### config.mk
export PLATFORM = sky130hd
export DESIGN_NAME = fuse_key_rdctl
export DESIGN_NICKNAME = d
export VERILOG_FILES = /design/src/rtl/fuse_rdctl_pkg.sv /design/src/rtl/fuse_array_model.sv /design/src/rtl/rdctl_fsm.sv /design/src/rtl/rdctl_regs.sv /design/src/rtl/fuse_key_rdctl.sv
export SDC_FILE = /design/constraint.sdc
export NUM_CORES = 1
export LEC_CHECK = 0
export ABC_AREA = 1
export BUFFER_PORTS_ARGS = -buffer_cell sky130_fd_sc_hd__buf_2
export CORE_MARGIN = 2
export CORE_UTILIZATION = 54
export CTS_CLUSTER_SIZE = 40
export DETAILED_ROUTE_END_ITERATION = 6
export PLACE_DENSITY = 0.83
export SYNTH_ARGS = -nofsm -noshare
export SYNTH_HDL_FRONTEND = slang
export SYNTH_HIERARCHICAL = 1
export SYNTH_SLANG_ARGS = --single-unit
export TNS_END_PERCENT = 100
### constraint.sdc
create_clock -name clk -period 5.28 [get_ports clk]
set_clock_uncertainty 0.1 [all_clocks]
set_input_delay 1.584 -clock clk [delete_from_list [all_inputs] [get_ports clk]]
set_output_delay 1.584 -clock clk [all_outputs]
set_load 0.02 [all_outputs]
### src/rtl/fuse_rdctl_pkg.sv
package fuse_rdctl_pkg;
  localparam int CTRL_OFS  = 'h40;
  localparam int RES_OFS   = 'h60;
  localparam int OFF_LSB   = 16;
  localparam int LOCK_LSB  = 8;
  localparam int START_BIT = 1;
  localparam logic [7:0] UNLOCK_CODE = 8'hAC;

  typedef enum logic [1:0] {
    ST_IDLE  = 2'd0,
    ST_FETCH = 2'd1,
    ST_WAIT  = 2'd2,
    ST_DONE  = 2'd3
  } rd_state_e;

  // Behavioural fuse contents, computed from the word index
  function automatic logic [31:0] fuse_pattern(input logic [31:0] widx);
    return (widx + 32'd1) * 32'h9E37_79B9;
  endfunction
endpackage

### src/rtl/fuse_array_model.sv
module fuse_array_model
  import fuse_rdctl_pkg::*;
#(
  parameter int KEY_BYTES = 256,
  parameter int OFF_W     = 9,
  parameter int LAT       = 8
) (
  input  logic             clk,
  input  logic             rst_n,
  input  logic             req_valid,
  output logic             req_ready,
  input  logic [OFF_W-1:0] req_off,
  output logic             rsp_valid,
  input  logic             rsp_ready,
  output logic [31:0]      rsp_data
);
  localparam int CNT_W = $clog2(LAT + 1);

  logic             busy_q;
  logic [CNT_W-1:0] cnt_q;
  logic [OFF_W-1:0] off_q;

  assign req_ready = !busy_q;
  assign rsp_valid = busy_q && (cnt_q == '0);

  always_ff @(posedge clk or negedge rst_n) begin
    if (!rst_n) begin
      busy_q <= 1'b0;
      cnt_q  <= '0;
      off_q  <= '0;
    end else if (req_valid && req_ready) begin
      busy_q <= 1'b1;
      cnt_q  <= CNT_W'(LAT - 1);
      off_q  <= req_off;
    end else if (busy_q) begin
      if (cnt_q != '0) cnt_q <= cnt_q - 1'b1;
      else if (rsp_ready) busy_q <= 1'b0;
    end
  end

  always_comb begin
    if (32'(off_q) < KEY_BYTES) rsp_data = fuse_pattern(32'(off_q[OFF_W-1:2]));
    else                        rsp_data = '0;
  end


  rsp_hold_chk: assert property (@(posedge clk) disable iff (!rst_n)
    rsp_valid && !rsp_ready |=> rsp_valid && $stable(rsp_data));
endmodule

### src/rtl/rdctl_fsm.sv
module rdctl_fsm
  import fuse_rdctl_pkg::*;
#(
  parameter int KEY_BYTES = 256,
  parameter int OFF_W     = 9,
  parameter int LAT       = 8
) (
  input  logic             clk,
  input  logic             rst_n,
  input  logic             go,
  input  logic [OFF_W-1:0] cmd_off,
  output logic             busy,
  output logic             fetch_valid,
  input  logic             fetch_ready,
  output logic [OFF_W-1:0] fetch_off,
  input  logic             rsp_valid,
  output logic             rsp_ready,
  input  logic [31:0]      rsp_data,
  output logic             cap_we,
  output logic [31:0]      cap_data,
  output logic             start_clr
);
  rd_state_e        state_q, state_d;
  logic [OFF_W-1:0] off_q;

  always_comb begin
    state_d = state_q;
    unique case (state_q)
      ST_IDLE:  if (go) state_d = ST_FETCH;
      ST_FETCH: if (fetch_ready) state_d = ST_WAIT;
      ST_WAIT:  if (rsp_valid) state_d = ST_DONE;
      ST_DONE:  state_d = ST_IDLE;
      default:  state_d = ST_IDLE;
    endcase
  end

  always_ff @(posedge clk or negedge rst_n) begin
    if (!rst_n) begin
      state_q <= ST_IDLE;
      off_q   <= '0;
    end else begin
      state_q <= state_d;
      if (state_q == ST_IDLE && go) off_q <= cmd_off;
    end
  end

  assign busy        = (state_q != ST_IDLE);
  assign fetch_valid = (state_q == ST_FETCH);
  assign fetch_off   = {off_q[OFF_W-1:2], 2'b00};
  assign rsp_ready   = (state_q == ST_WAIT);
  assign cap_we      = (state_q == ST_WAIT) && rsp_valid;
  assign cap_data    = rsp_data;
  assign start_clr   = (state_q == ST_DONE);

  logic [15:0] wait_cyc_q;
  always_ff @(posedge clk or negedge rst_n) begin
    if (!rst_n)                 wait_cyc_q <= '0;
    else if (state_q != ST_WAIT) wait_cyc_q <= '0;
    else                        wait_cyc_q <= wait_cyc_q + 16'd1;
  end


  fetch_latency_chk: assert property (@(posedge clk) disable iff (!rst_n)
    cap_we |-> wait_cyc_q == 16'(LAT - 1));


  out_of_range_zero_chk: assert property (@(posedge clk) disable iff (!rst_n)
    cap_we && (32'(off_q) >= KEY_BYTES) |-> cap_data == 32'd0);
endmodule

### src/rtl/rdctl_regs.sv
module rdctl_regs
  import fuse_rdctl_pkg::*;
#(
  parameter int ADDR_W = 8,
  parameter int OFF_W  = 9
) (
  input  logic              clk,
  input  logic              rst_n,
  input  logic              bus_valid,
  input  logic              bus_wr,
  input  logic [ADDR_W-1:0] bus_addr,
  input  logic [31:0]       bus_wdata,
  output logic [31:0]       bus_rdata,
  input  logic              busy,
  input  logic              start_clr,
  input  logic              cap_we,
  input  logic [31:0]       cap_data,
  output logic              go,
  output logic [OFF_W-1:0]  cmd_off
);
  logic [OFF_W-1:0] off_q;
  logic [7:0]       lock_q;
  logic             start_q;
  logic [31:0]      res_q;
  logic             hit_ctrl, hit_res, ctrl_wr, accept;
  logic [31:0]      ctrl_word;

  assign hit_ctrl = (bus_addr == ADDR_W'(CTRL_OFS));
  assign hit_res  = (bus_addr == ADDR_W'(RES_OFS));
  assign ctrl_wr  = bus_valid && bus_wr && hit_ctrl;
  assign accept   = ctrl_wr && !busy;
  assign go       = accept && bus_wdata[START_BIT] &&
                    (bus_wdata[LOCK_LSB +: 8] == UNLOCK_CODE);
  assign cmd_off  = bus_wdata[OFF_LSB +: OFF_W];

  always_ff @(posedge clk or negedge rst_n) begin
    if (!rst_n) begin
      off_q   <= '0;
      lock_q  <= '0;
      start_q <= 1'b0;
      res_q   <= '0;
    end else begin
      if (accept) begin
        off_q   <= bus_wdata[OFF_LSB +: OFF_W];
        lock_q  <= bus_wdata[LOCK_LSB +: 8];
        start_q <= go;
      end else if (start_clr) begin
        start_q <= 1'b0;
      end
      if (cap_we) res_q <= cap_data;
    end
  end

  always_comb begin
    ctrl_word                   = '0;
    ctrl_word[OFF_LSB +: OFF_W] = off_q;
    ctrl_word[LOCK_LSB +: 8]    = lock_q;
    ctrl_word[START_BIT]        = start_q;
    if (!bus_valid || bus_wr) bus_rdata = '0;
    else if (hit_ctrl)        bus_rdata = ctrl_word;
    else if (hit_res)         bus_rdata = res_q;
    else                      bus_rdata = '0;
  end


  busy_wr_ignored_chk: assert property (@(posedge clk) disable iff (!rst_n)
    busy && ctrl_wr |=> $stable(off_q) && $stable(lock_q));


  bad_lock_drop_chk: assert property (@(posedge clk) disable iff (!rst_n)
    ctrl_wr && !busy && bus_wdata[START_BIT] &&
    (bus_wdata[LOCK_LSB +: 8] != UNLOCK_CODE) |=> !start_q && $stable(res_q));


  res_only_on_capture_chk: assert property (@(posedge clk) disable iff (!rst_n)
    !$stable(res_q) |-> $past(cap_we));


  start_held_chk: assert property (@(posedge clk) disable iff (!rst_n)
    start_q && !start_clr |=> start_q);
endmodule

### src/rtl/fuse_key_rdctl.sv
module fuse_key_rdctl
  import fuse_rdctl_pkg::*;
#(
  parameter int ADDR_W    = 8,
  parameter int OFF_W     = 9,
  parameter int KEY_BYTES = 256,
  parameter int LAT       = 8
) (
  input  logic              clk,
  input  logic              rst_n,
  input  logic              bus_valid,
  input  logic              bus_wr,
  input  logic [ADDR_W-1:0] bus_addr,
  input  logic [31:0]       bus_wdata,
  output logic [31:0]       bus_rdata
);
  logic             busy, go, start_clr, cap_we;
  logic [31:0]      cap_data, rsp_data;
  logic [OFF_W-1:0] cmd_off, fetch_off;
  logic             fetch_valid, fetch_ready, rsp_valid, rsp_ready;

  rdctl_regs #(.ADDR_W(ADDR_W), .OFF_W(OFF_W)) u_regs (
    .clk, .rst_n, .bus_valid, .bus_wr, .bus_addr, .bus_wdata, .bus_rdata,
    .busy, .start_clr, .cap_we, .cap_data, .go, .cmd_off
  );

  rdctl_fsm #(.KEY_BYTES(KEY_BYTES), .OFF_W(OFF_W), .LAT(LAT)) u_fsm (
    .clk, .rst_n, .go, .cmd_off, .busy, .fetch_valid, .fetch_ready,
    .fetch_off, .rsp_valid, .rsp_ready, .rsp_data, .cap_we, .cap_data,
    .start_clr
  );

  fuse_array_model #(.KEY_BYTES(KEY_BYTES), .OFF_W(OFF_W), .LAT(LAT)) u_fuse (
    .clk, .rst_n, .req_valid(fetch_valid), .req_ready(fetch_ready),
    .req_off(fetch_off), .rsp_valid, .rsp_ready, .rsp_data
  );
endmodule

==> summary.txt, run 1 <==
CP Capture Type - flop
Clock Sinks - 71
HP Class - reg -> reg
Synth Instances - 1117
Syn Area/Cell - 7.26 um^2
Number of port buffers - 61
Drt wl/cell - 15.1 um
Pins Over Slew Limit - 0
Die height - 127 um
TritonCTS clock tree - yes
Die ar. - 16000 um^2
First-pass GRT wire length - 33.7 mm
Worst EP required - 5.40 ns
Drt via density - 5.21
Final WL - 20.6 mm
Chip Width - 127 um
Antenna violations before repair - 0
Slew headroom - 52.3%
Cts bufs inserted - 9
Hold WS - 0.374 ns
Max-capacitance violation count - 0
Number of global-route vias before repair - 7091
TritonRoute pass-1 iters - 5
Startpoint Class - flop
GR Overflow Total - 0
Yosys warns - 6
Via count - 7105
Post-DP HPWL - 16.7 mm
Min Tclk post-route - 5.10 ns
Core Region - 14600 um^2
Hold Path Stages - 2
RSZ-0062 raised after global routing - yes
R2R depth - 23
GPL Wtd Cong - 0.939
Layout cells sized above 1 - 19.1%
CTS H-tree lvls - 3
Num rows - 44
IO Count - 76
Starting density of the core - 55.6%
Placed Cells - 1343
CP Max Fanout - 4
Max Buffers Root-to-Sink - 2
Post-CTS Hold Fix Bufs - 0
Mapped Nets - 1289
Clk_lat worst skew - 0.33 ns
Reg clk slew, reported paths - 0.06 ns
# DRC - 0
Worst-Margin Slew - 0.708 ns
Status - finished, final reports clean
Crit path DAT - 5.22 ns
Largest net degree at the start of global routing - 54
N_diodes - 0
Total track usage - 26.4%
Final ANT Viol Nets - 0
Cell chosen for the clock root - clkbuf_16
Final period util - 96.7%
Fillers - 1282
Final setup vio count - 0
Count of final hold-check violations - 0
Finished Layout Cells - 1365
DR iter-0 viols - 574
Nets@finish - 1348
Post-synthesis cell area - 8110 um^2
CP Class - reg -> reg
Fmax - 196 MHz
Area growth, synth to finish - 11.4%
final timing paths:
check	endpoint	from	slack [ns]
max in group asynchronous	u_fsm/off_q[7]	rst_n	3.16
worst max-delay path	u_regs/res_q[17]	u_fuse/off_q[2]	0.18
worst min-delay path	u_fsm/off_q[8]	u_fsm/off_q[8]	0.37
worst max register to register	u_regs/res_q[17]	u_fuse/off_q[2]	0.18
worst min register to register	u_fsm/off_q[8]	u_fsm/off_q[8]	0.37
min in group asynchronous	u_regs/res_q[7]	rst_n	1.15
layout make-up:
| class | instances | area, um^2 | area share [%] |
|---|---|---|---|
| clock buffers | 10 | 229 | 2.53 |
| clock inverters | 6 | 68.8 | 0.762 |
| inverters | 234 | 878 | 9.72 |
| multi-input cells | 750 | 5180 | 57.3 |
| flip-flops and latches | 71 | 1780 | 19.7 |
| well taps | 184 | 230 | 2.55 |
| repair buffers | 110 | 673 | 7.45 |
state kept, by name (all words and copies together), names as in the netlist:
| register | cells |
|---|---|
| u_regs/res_q | 32 |
| u_fuse/off_q | 7 |
| u_fsm/off_q | 7 |
| u_fuse/cnt_q | 4 |
| u_regs/start_q | 1 |
| u_regs/off_q | 9 |
| u_fuse/busy_q | 1 |
| u_fsm/state_q | 2 |
| u_regs/lock_q | 8 |
repair_timing:
action                                 CTS  global route
resized for setup                        3            39
gates cloned                             0             0
endpoints found under the hold margin    0             0
setup endpoints to repair               14            21
buffers inserted                         2             4
pin swaps                                2            14
metal layers:
layer | up-vias | wire length [um] | global-route usage, % | part of all wire (%)
met3 | 38 | 1380 | 5.15 | 6.7
met1 | 3353 | 8540 | 33.9 | 41
met5 | - | 0 | 0 | 0
met2 | 228 | 10300 | 46.1 | 50
li1 | 3486 | - | - | -
met4 | 0 | 382 | 6.40 | 1.9
cell usage in the layout (no fill, tap or decap), types with 2 or more instances in the layout:
master,count
inv_2,6
o21bai_1,2
ha_2,5
inv_1,227
clkbuf_16,9
ha_4,5
buf_2,61
or2_2,3
nand2_1,286
ha_1,60
dfrtp_1,71
nor2_1,72
nand4_1,7
a21o_1,3
o21ai_0,34
fa_1,57
mux2_2,15
and2_1,4
nor2_2,19
a21oi_1,49
nand3_2,5
nand2_4,2
buf_4,49
or2_0,2
xor2_2,2
nor2_4,4
inv_6,2
nand2_2,14
nor3_2,10
nor3_1,8
o21ai_1,7
nand3_1,53
a21oi_2,6
xor2_1,6
xnor2_1,4
critical path: stages (launching register included):
cell	delay, ns
dfrtp_1	0.41
ha_2	0.20
nand2_1	0.05
inv_1	0.07
nand4_1	0.14
xor2_2	0.23
inv_2	0.06
fa_2	0.54
inv_1	0.05
fa_1	0.51
inv_2	0.05
fa_1	0.53
inv_1	0.05
fa_1	0.51
inv_2	0.06
ha_4	0.29
nand2_2	0.07
nor2_2	0.16
nand3_2	0.12
nand2_4	0.11
a21oi_2	0.07
or2_0	0.20
and2_1	0.16
mux2_2	0.25
metrics by stage:
| stage | cell area [um^2] | utilization [%] | setup slack, ns | TNS, ns |
|---|---|---|---|---|
| 5_1_grt | 9030 | 61.9 | -0.0561 | -0.159 |
| 3_5_place_dp | 8520 | 58.4 | -0.105 | -0.571 |
| 2_1_floorplan | 8110 | - | 0.131 | 0 |
| 3_3_place_gp | 8520 | 58.4 | -0.0356 | -0.110 |
| 4_1_cts | 8850 | 60.7 | 0.0245 | 0 |
| 6_report | 9030 | 61.9 | 0.175 | 0 |
Power of run 1 is left out: the tool's default activity adds up to more than one toggle a clock period on the data nets, which glitch-free logic cannot reach.
==> run 2: changes to the inputs <==
--- a/config.mk
+++ b/config.mk
@@ -11,6 +11,7 @@
 export CORE_UTILIZATION = 54
 export CTS_CLUSTER_SIZE = 40
 export DETAILED_ROUTE_END_ITERATION = 6
+export MAX_ROUTING_LAYER = met4
 export PLACE_DENSITY = 0.83
 export SYNTH_ARGS = -nofsm -noshare
 export SYNTH_HDL_FRONTEND = slang
==> summary.txt, run 2 (synthesized netlist as in run 1, its figures left out) <==
Count of final hold-check violations - 0 (unchanged)
Area growth, synth to finish - 12.0%
TritonCTS clock tree - yes
FF-to-FF Start - u_fuse/off_q[3]
Worst-Margin Slew - 0.717 ns (+0.00852 ns)
CP Max Fanout - 4 (unchanged)
Max reg flops - 32 (unchanged)
Layout cells sized above 1 - 19.5% (+0.44 points)
First-pass GRT wire length - 34.4 mm (+2.1%)
Routing usage on met2 - 46.9% (+0.79 points)
Fmax - 198 MHz (+1.1%)
Min-delay src - u_fsm/off_q[4]
# DRC - 14 (+14)
Clk_lat worst skew - 0.34 ns (about the same)
CTS H-tree lvls - 3 (unchanged)
Status - finished with violations
Fillers - 1233 (-3.8%)
Largest Register - u_regs/res_q
Final WL - 20.9 mm (+1.3%)
Most common cell after layout, fill and taps aside - nand2_1
Final period util - 95.6% (-1.1 points)
Final ANT Viol Nets - 0 (unchanged)
GR Overflow Total - 0 (unchanged)
Post-DP HPWL - 16.6 mm (-0.51%)
Starting density of the core - 55.6% (unchanged)
Placed Cells - 1343 (unchanged)
Chip Width - 127 um (unchanged)
Top flop regs - u_regs/res_q (32), u_regs/off_q (9), u_regs/lock_q (8)
Antenna violations before repair - 0 (unchanged)
CP Class - reg -> reg
Largest net degree at the start of global routing - 58 (+7.4%)
Worst path most repeated cell - inv_2
Number of port buffers - 61 (unchanged)
Die height - 127 um (unchanged)
Drt via density - 5.20 (-0.11%)
GPL Wtd Cong - 0.959 (+2.2%)
Slew headroom - 52.2% (-0.12 points)
CP Capture Type - flop
N_diodes - 0 (unchanged)
Die ar. - 16000 um^2 (unchanged)
Startpoint Class - flop
DR iter-0 viols - 655 (+14%)
Reg clk slew, reported paths - 0.06 ns (about the same)
Core Region - 14600 um^2 (unchanged)
CP max stage cell - fa_1
Cell chosen for the clock root - clkbuf_16
Most frequent cells in the layout - nand2_1 (284), inv_1 (226), dfrtp_1 (71)
Post-CTS Hold Fix Bufs - 0 (unchanged)
Total track usage - 27.9% (+1.5 points)
GR peak layer - met2
Drt wl/cell - 15.3 um (+1.3%)
Area post-placement - 8520 um^2 (unchanged)
CP peak stage delay - 0.57 ns (+0.03 ns)
Final setup vio count - 0 (unchanged)
TritonRoute pass-1 iters - 7 (+2)
Clock Sinks - 71 (unchanged)
Finished Layout Cells - 1364 (-0.073%)
Min Tclk post-route - 5.05 ns (-0.0559 ns)
Number of global-route vias before repair - 6921 (-2.4%)
Num rows - 44 (unchanged)
Max-capacitance violation count - 0 (unchanged)
Cts bufs inserted - 9 (unchanged)
Setup slack after layout - 0.231 ns (+0.0559 ns)
M1 GR Usage - 35.3% (+1.4 points)
Via count - 7092 (-0.18%)
Failing checks - DRC
Worst EP required - 5.40 ns (about the same)
Nets@finish - 1348 (unchanged)
Crit path from - u_fuse/off_q[3]
Max Buffers Root-to-Sink - 2 (unchanged)
HP Class - reg -> reg
IO Count - 76 (unchanged)
M3 GR Usage - 5.19% (+0.042 points)
Crit path DAT - 5.17 ns (-0.05 ns)
Pins Over Slew Limit - 0 (unchanged)
Worst slack, placed - -0.121 ns (-0.0158 ns)
Design area - 9080 um^2 (+0.50%)
-- run 2: changes by cell type in the layout (fill, tap and decap cells not counted), moves of 2 or more --
cell     change
nand3_2      +2
nand2_1      -2
xor2_2       -2
a21oi_2      -2
xor2_1       +2
a21oi_1      +2
ha_4         +2
nand2_4      +2
ha_1         -3
nor2_1       -2
nor2_4       +2
-- run 2: timing repair --
item                       in CTS  in global routing
setup buffers                   2                  4
pin swaps                       1                 14
setup endpoints to repair      12                 21
resized for setup               2                 48
-- run 2: final cells by class --
class / instances / area, um^2 / area share [%]
multi-input combinational: 750 / 5200 / 57.3
tap: 184 / 230 / 2.54
clock inverter: 6 / 93.8 / 1.03
inverter: 234 / 878 / 9.67
sequential: 71 / 1780 / 19.6
timing repair buffer: 110 / 673 / 7.41
clock buffer: 9 / 225 / 2.48
-- run 2: per-layer routing --
layer / share of wire [%] / vias to the layer above / wire [um]
li1: - / 3481 / -
met2: 50 / 233 / 10400
met4: 1.5 / 0 / 323
met5: 0 / - / 0
met1: 42 / 3348 / 8750
met3: 6.8 / 30 / 1420
-- run 2: stage by stage --
step / hold WS, ns / TNS [ns] / util (%)
6_report: 0.376 / 0 / 62.2
5_1_grt: 0.413 / -0.0208 / 62.2
4_1_cts: 0.371 / 0 / 60.8
3_5_place_dp: 0.355 / -0.645 / 58.4
3_3_place_gp: 0.353 / -0.00295 / 58.4
2_1_floorplan: 0.338 / 0 / -
-- run 2: final timing paths --
| path | slack (ns) | end | cells past startpoint |
|---|---|---|---|
| max in group asynchronous | 3.01 | u_fuse/off_q[6] | 2 |
| setup / recovery | 0.23 | u_regs/res_q[17] | 25 |
| setup reg to reg | 0.23 | u_regs/res_q[17] | 25 |
| hold reg to reg | 0.38 | u_fsm/off_q[4] | 2 |
| hold / removal | 0.38 | u_fsm/off_q[4] | 2 |
| min in group asynchronous | 1.05 | u_regs/res_q[21] | 1 |
-- run 2: worst max-delay path, delay by kind of cell (launching register included) --
kind,cells,cell delay (ns)
xor gates and xnor gates,1,0.21
DFF,1,0.41
muxes,1,0.25
AOI/OAI and AO/OA,1,0.06
buffers and inverters,7,0.39
and+or+nand+nor,9,0.85
adders and majority gates,6,2.66
Power of run 2 is left out for the same reason.
==> run 3: changes to the inputs <==
--- a/config.mk
+++ b/config.mk
@@ -5,14 +5,14 @@
 export SDC_FILE = /design/constraint.sdc
 export NUM_CORES = 1
 export LEC_CHECK = 0
-export ABC_AREA = 1
 export BUFFER_PORTS_ARGS = -buffer_cell sky130_fd_sc_hd__buf_2
 export CORE_MARGIN = 2
 export CORE_UTILIZATION = 54
 export CTS_CLUSTER_SIZE = 40
 export DETAILED_ROUTE_END_ITERATION = 6
 export MAX_ROUTING_LAYER = met4
-export PLACE_DENSITY = 0.83
+export PLACE_DENSITY = 0.84
+export RECOVER_POWER = 25
 export SYNTH_ARGS = -nofsm -noshare
 export SYNTH_HDL_FRONTEND = slang
 export SYNTH_HIERARCHICAL = 1
==> summary.txt, run 3 <==
Final period util - 105% (+9.3 points)
Post-synthesis cell area - 7250 um^2 (-11%)
FF-to-FF Start - u_fuse/off_q[6]
Largest Register - u_regs/res_q
CP Capture Type - flop
Core Region - 13200 um^2 (-9.6%)
Max reg flops - 32 (unchanged)
Total track usage - 30.3% (+2.4 points)
Max Buffers Root-to-Sink - 2 (unchanged)
Area growth, synth to finish - 28.4%
GR Overflow Total - 0 (unchanged)
Mapped Nets - 912 (-29%)
Die ar. - 14400 um^2 (-10%)
Worst EP required - 5.40 ns (about the same)
Fmax - 181 MHz (-8.9%)
Min-delay src - u_regs/res_q[5]
Worst slack, placed - -0.211 ns (-0.0904 ns)
Pleak - 4.63 nW
Nets@finish - 1048 (-22%)
Antenna violations before repair - 0 (unchanged)
Synth Instances - 740 (-34%)
Cell chosen for the clock root - clkbuf_16
Die height - 120 um (-5.3%)
Num rows - 42 (-4.5%)
Pwr per Cell Area - 155 nW/um^2
DR iter-0 viols - 636 (-2.9%)
CTS H-tree lvls - 3 (unchanged)
Count of final hold-check violations - 0 (unchanged)
Status - finished with violations
Yosys warns - 6 (unchanged)
Post-DP HPWL - 14.0 mm (-16%)
Peak supply drop - 344 uV
Hold WS - 0.398 ns (+0.0220 ns)
Clock Sinks - 71 (unchanged)
Cts bufs inserted - 9 (unchanged)
TritonCTS clock tree - yes
Drt via density - 6.07 (+17%)
Drt wl/cell - 22.5 um (+47%)
TritonRoute pass-1 iters - 5 (-2)
Finished Layout Cells - 1055 (-23%)
WHS Endpoint - u_regs/res_q[5]
Crit path DAT - 5.66 ns (+0.49 ns)
HP Class - reg -> reg
First-pass GRT wire length - 32.5 mm (-5.6%)
Final ANT Viol Nets - 0 (unchanged)
Max-capacitance violation count - 1 (+1)
# DRC - 0 (-14)
Startpoint Class - flop
Failing checks - capacitance limit, slew limit, setup timing
Most common cell after layout, fill and taps aside - buf_4
Chip Width - 120 um (-5.3%)
Design area - 9310 um^2 (+2.5%)
Worst R2R End - u_regs/res_q[28]
Min Tclk post-route - 5.54 ns (+0.491 ns)
Most frequent cells in the layout - buf_4 (118), inv_1 (98), dfrtp_1 (66)
Number of global-route vias before repair - 6440 (-6.9%)
Number of port buffers - 61 (unchanged)
Largest net degree at the start of global routing - 40 (-31%)
Reg clk slew, reported paths - 0.05 ns (about the same)
N_diodes - 0 (unchanged)
Worst R2R Setup Slack - -0.26 ns (-0.49 ns)
RSZ-0062 raised after global routing - yes
Pins Over Slew Limit - 34 (+34)
CP Max Fanout - 6 (+2)
Worst-Margin Slew - 1.83 ns (+1.11 ns)
CP Class - reg -> reg
Starting density of the core - 54.9% (-0.65 points)
Layout cells sized above 1 - 39.9% (+20 points)
Placed Cells - 1022 (-24%)
Top flop regs - u_regs/res_q (32), u_regs/off_q (9), u_regs/lock_q (8)
Slew headroom - -21.8% (-74 points)
Area post-placement - 8300 um^2 (-2.6%)
R2R depth - 20 (-20%)
Via count - 6406 (-9.7%)
Setup slack after layout - -0.260 ns (-0.491 ns)
Syn Area/Cell - 9.79 um^2 (+35%)
Clk_lat worst skew - 0.35 ns (about the same)
Final WL - 23.7 mm (+14%)
Hold Path Stages - 1 (-1)
GPL Wtd Cong - 0.994 (+3.6%)
Final setup vio count - 13 (+13)
IO Count - 76 (unchanged)
## run 3: routing by layer
metal  GRT usage (%)  vias up  share of wire, %  wire length, um
li1                -     2673                 -                -
met1            36.3     3129                36             8510
met2            49.8      422                48            11400
met3            5.37      182               7.6             1810
met4            14.8        0               8.5             2010
met5               -        -                 0                0
## run 3: critical path, cell delays in order, from the launching register on
cell and delay, ns:
dfrtp_1 0.42, buf_6 0.14, nand3_4 0.08, buf_4 0.16
nor3_4 0.28, buf_6 0.18, ha_1 0.27, fa_1 0.54
inv_1 0.06, fa_1 0.49, fa_1 0.56, inv_1 0.06
ha_1 0.34, buf_4 0.16, nand2_1 0.09, o21ai_0 0.31
a21oi_2 0.15, and3_4 0.22, o31a_1 0.25, mux2_4 0.30
mux2_4 0.26
## run 3: worst max path at each step
stage | startpoint | end | slack, ns
finish | u_fuse/off_q[6] | u_regs/res_q[28] | -0.26
global route | u_fuse/off_q[6] | u_regs/res_q[23] | -0.30
CTS | u_fuse/off_q[3] | u_regs/res_q[29] | -0.07
detailed placement | u_fuse/off_q[2] | u_regs/res_q[31] | -0.21
global placement | u_fuse/off_q[2] | u_regs/res_q[31] | -0.16
floorplan | u_fuse/off_q[2] | u_regs/res_q[29] | -0.14
## run 3: per-stage QoR
stage               TNS (ns)  power [W]  util, %
finish                 -1.67    0.00144     70.5
global placement      -0.506   0.000812     62.9
global route           -3.18    0.00149     70.5
floorplan             -0.411   0.000766        -
CTS                   -0.122    0.00144     67.3
detailed placement     -1.05   0.000831     62.9
## run 3: timing repair
item	4_1_cts	5_1_grt
endpoints found under the setup margin	11	18
pin swaps	25	33
gates resized for setup	43	73
hold buffers	0	0
buffers inserted	8	11
## run 3: cell type report
class | count | area (um^2)
multi-input combinational | 498 | 5340
fill | 784 | 3880
sequential | 71 | 1780
timing repair buffer | 185 | 1260
inverter | 111 | 417
clock buffer | 13 | 260
tap | 176 | 220
clock inverter | 1 | 30.0
## run 3: power by group
part / total [W] / leakage (nW) / switching [W] / internal [W]
logic: 0.000231 / 3.63 / 0.000137 / 0.0000938
clock network: 0.000608 / 0.142 / 0.000222 / 0.000386
registers: 0.000604 / 0.861 / 0.0000266 / 0.000578
total: 0.00144 / 4.63 / 0.000386 / 0.00106
No activity file was read; power rests on OpenSTA's default activity.
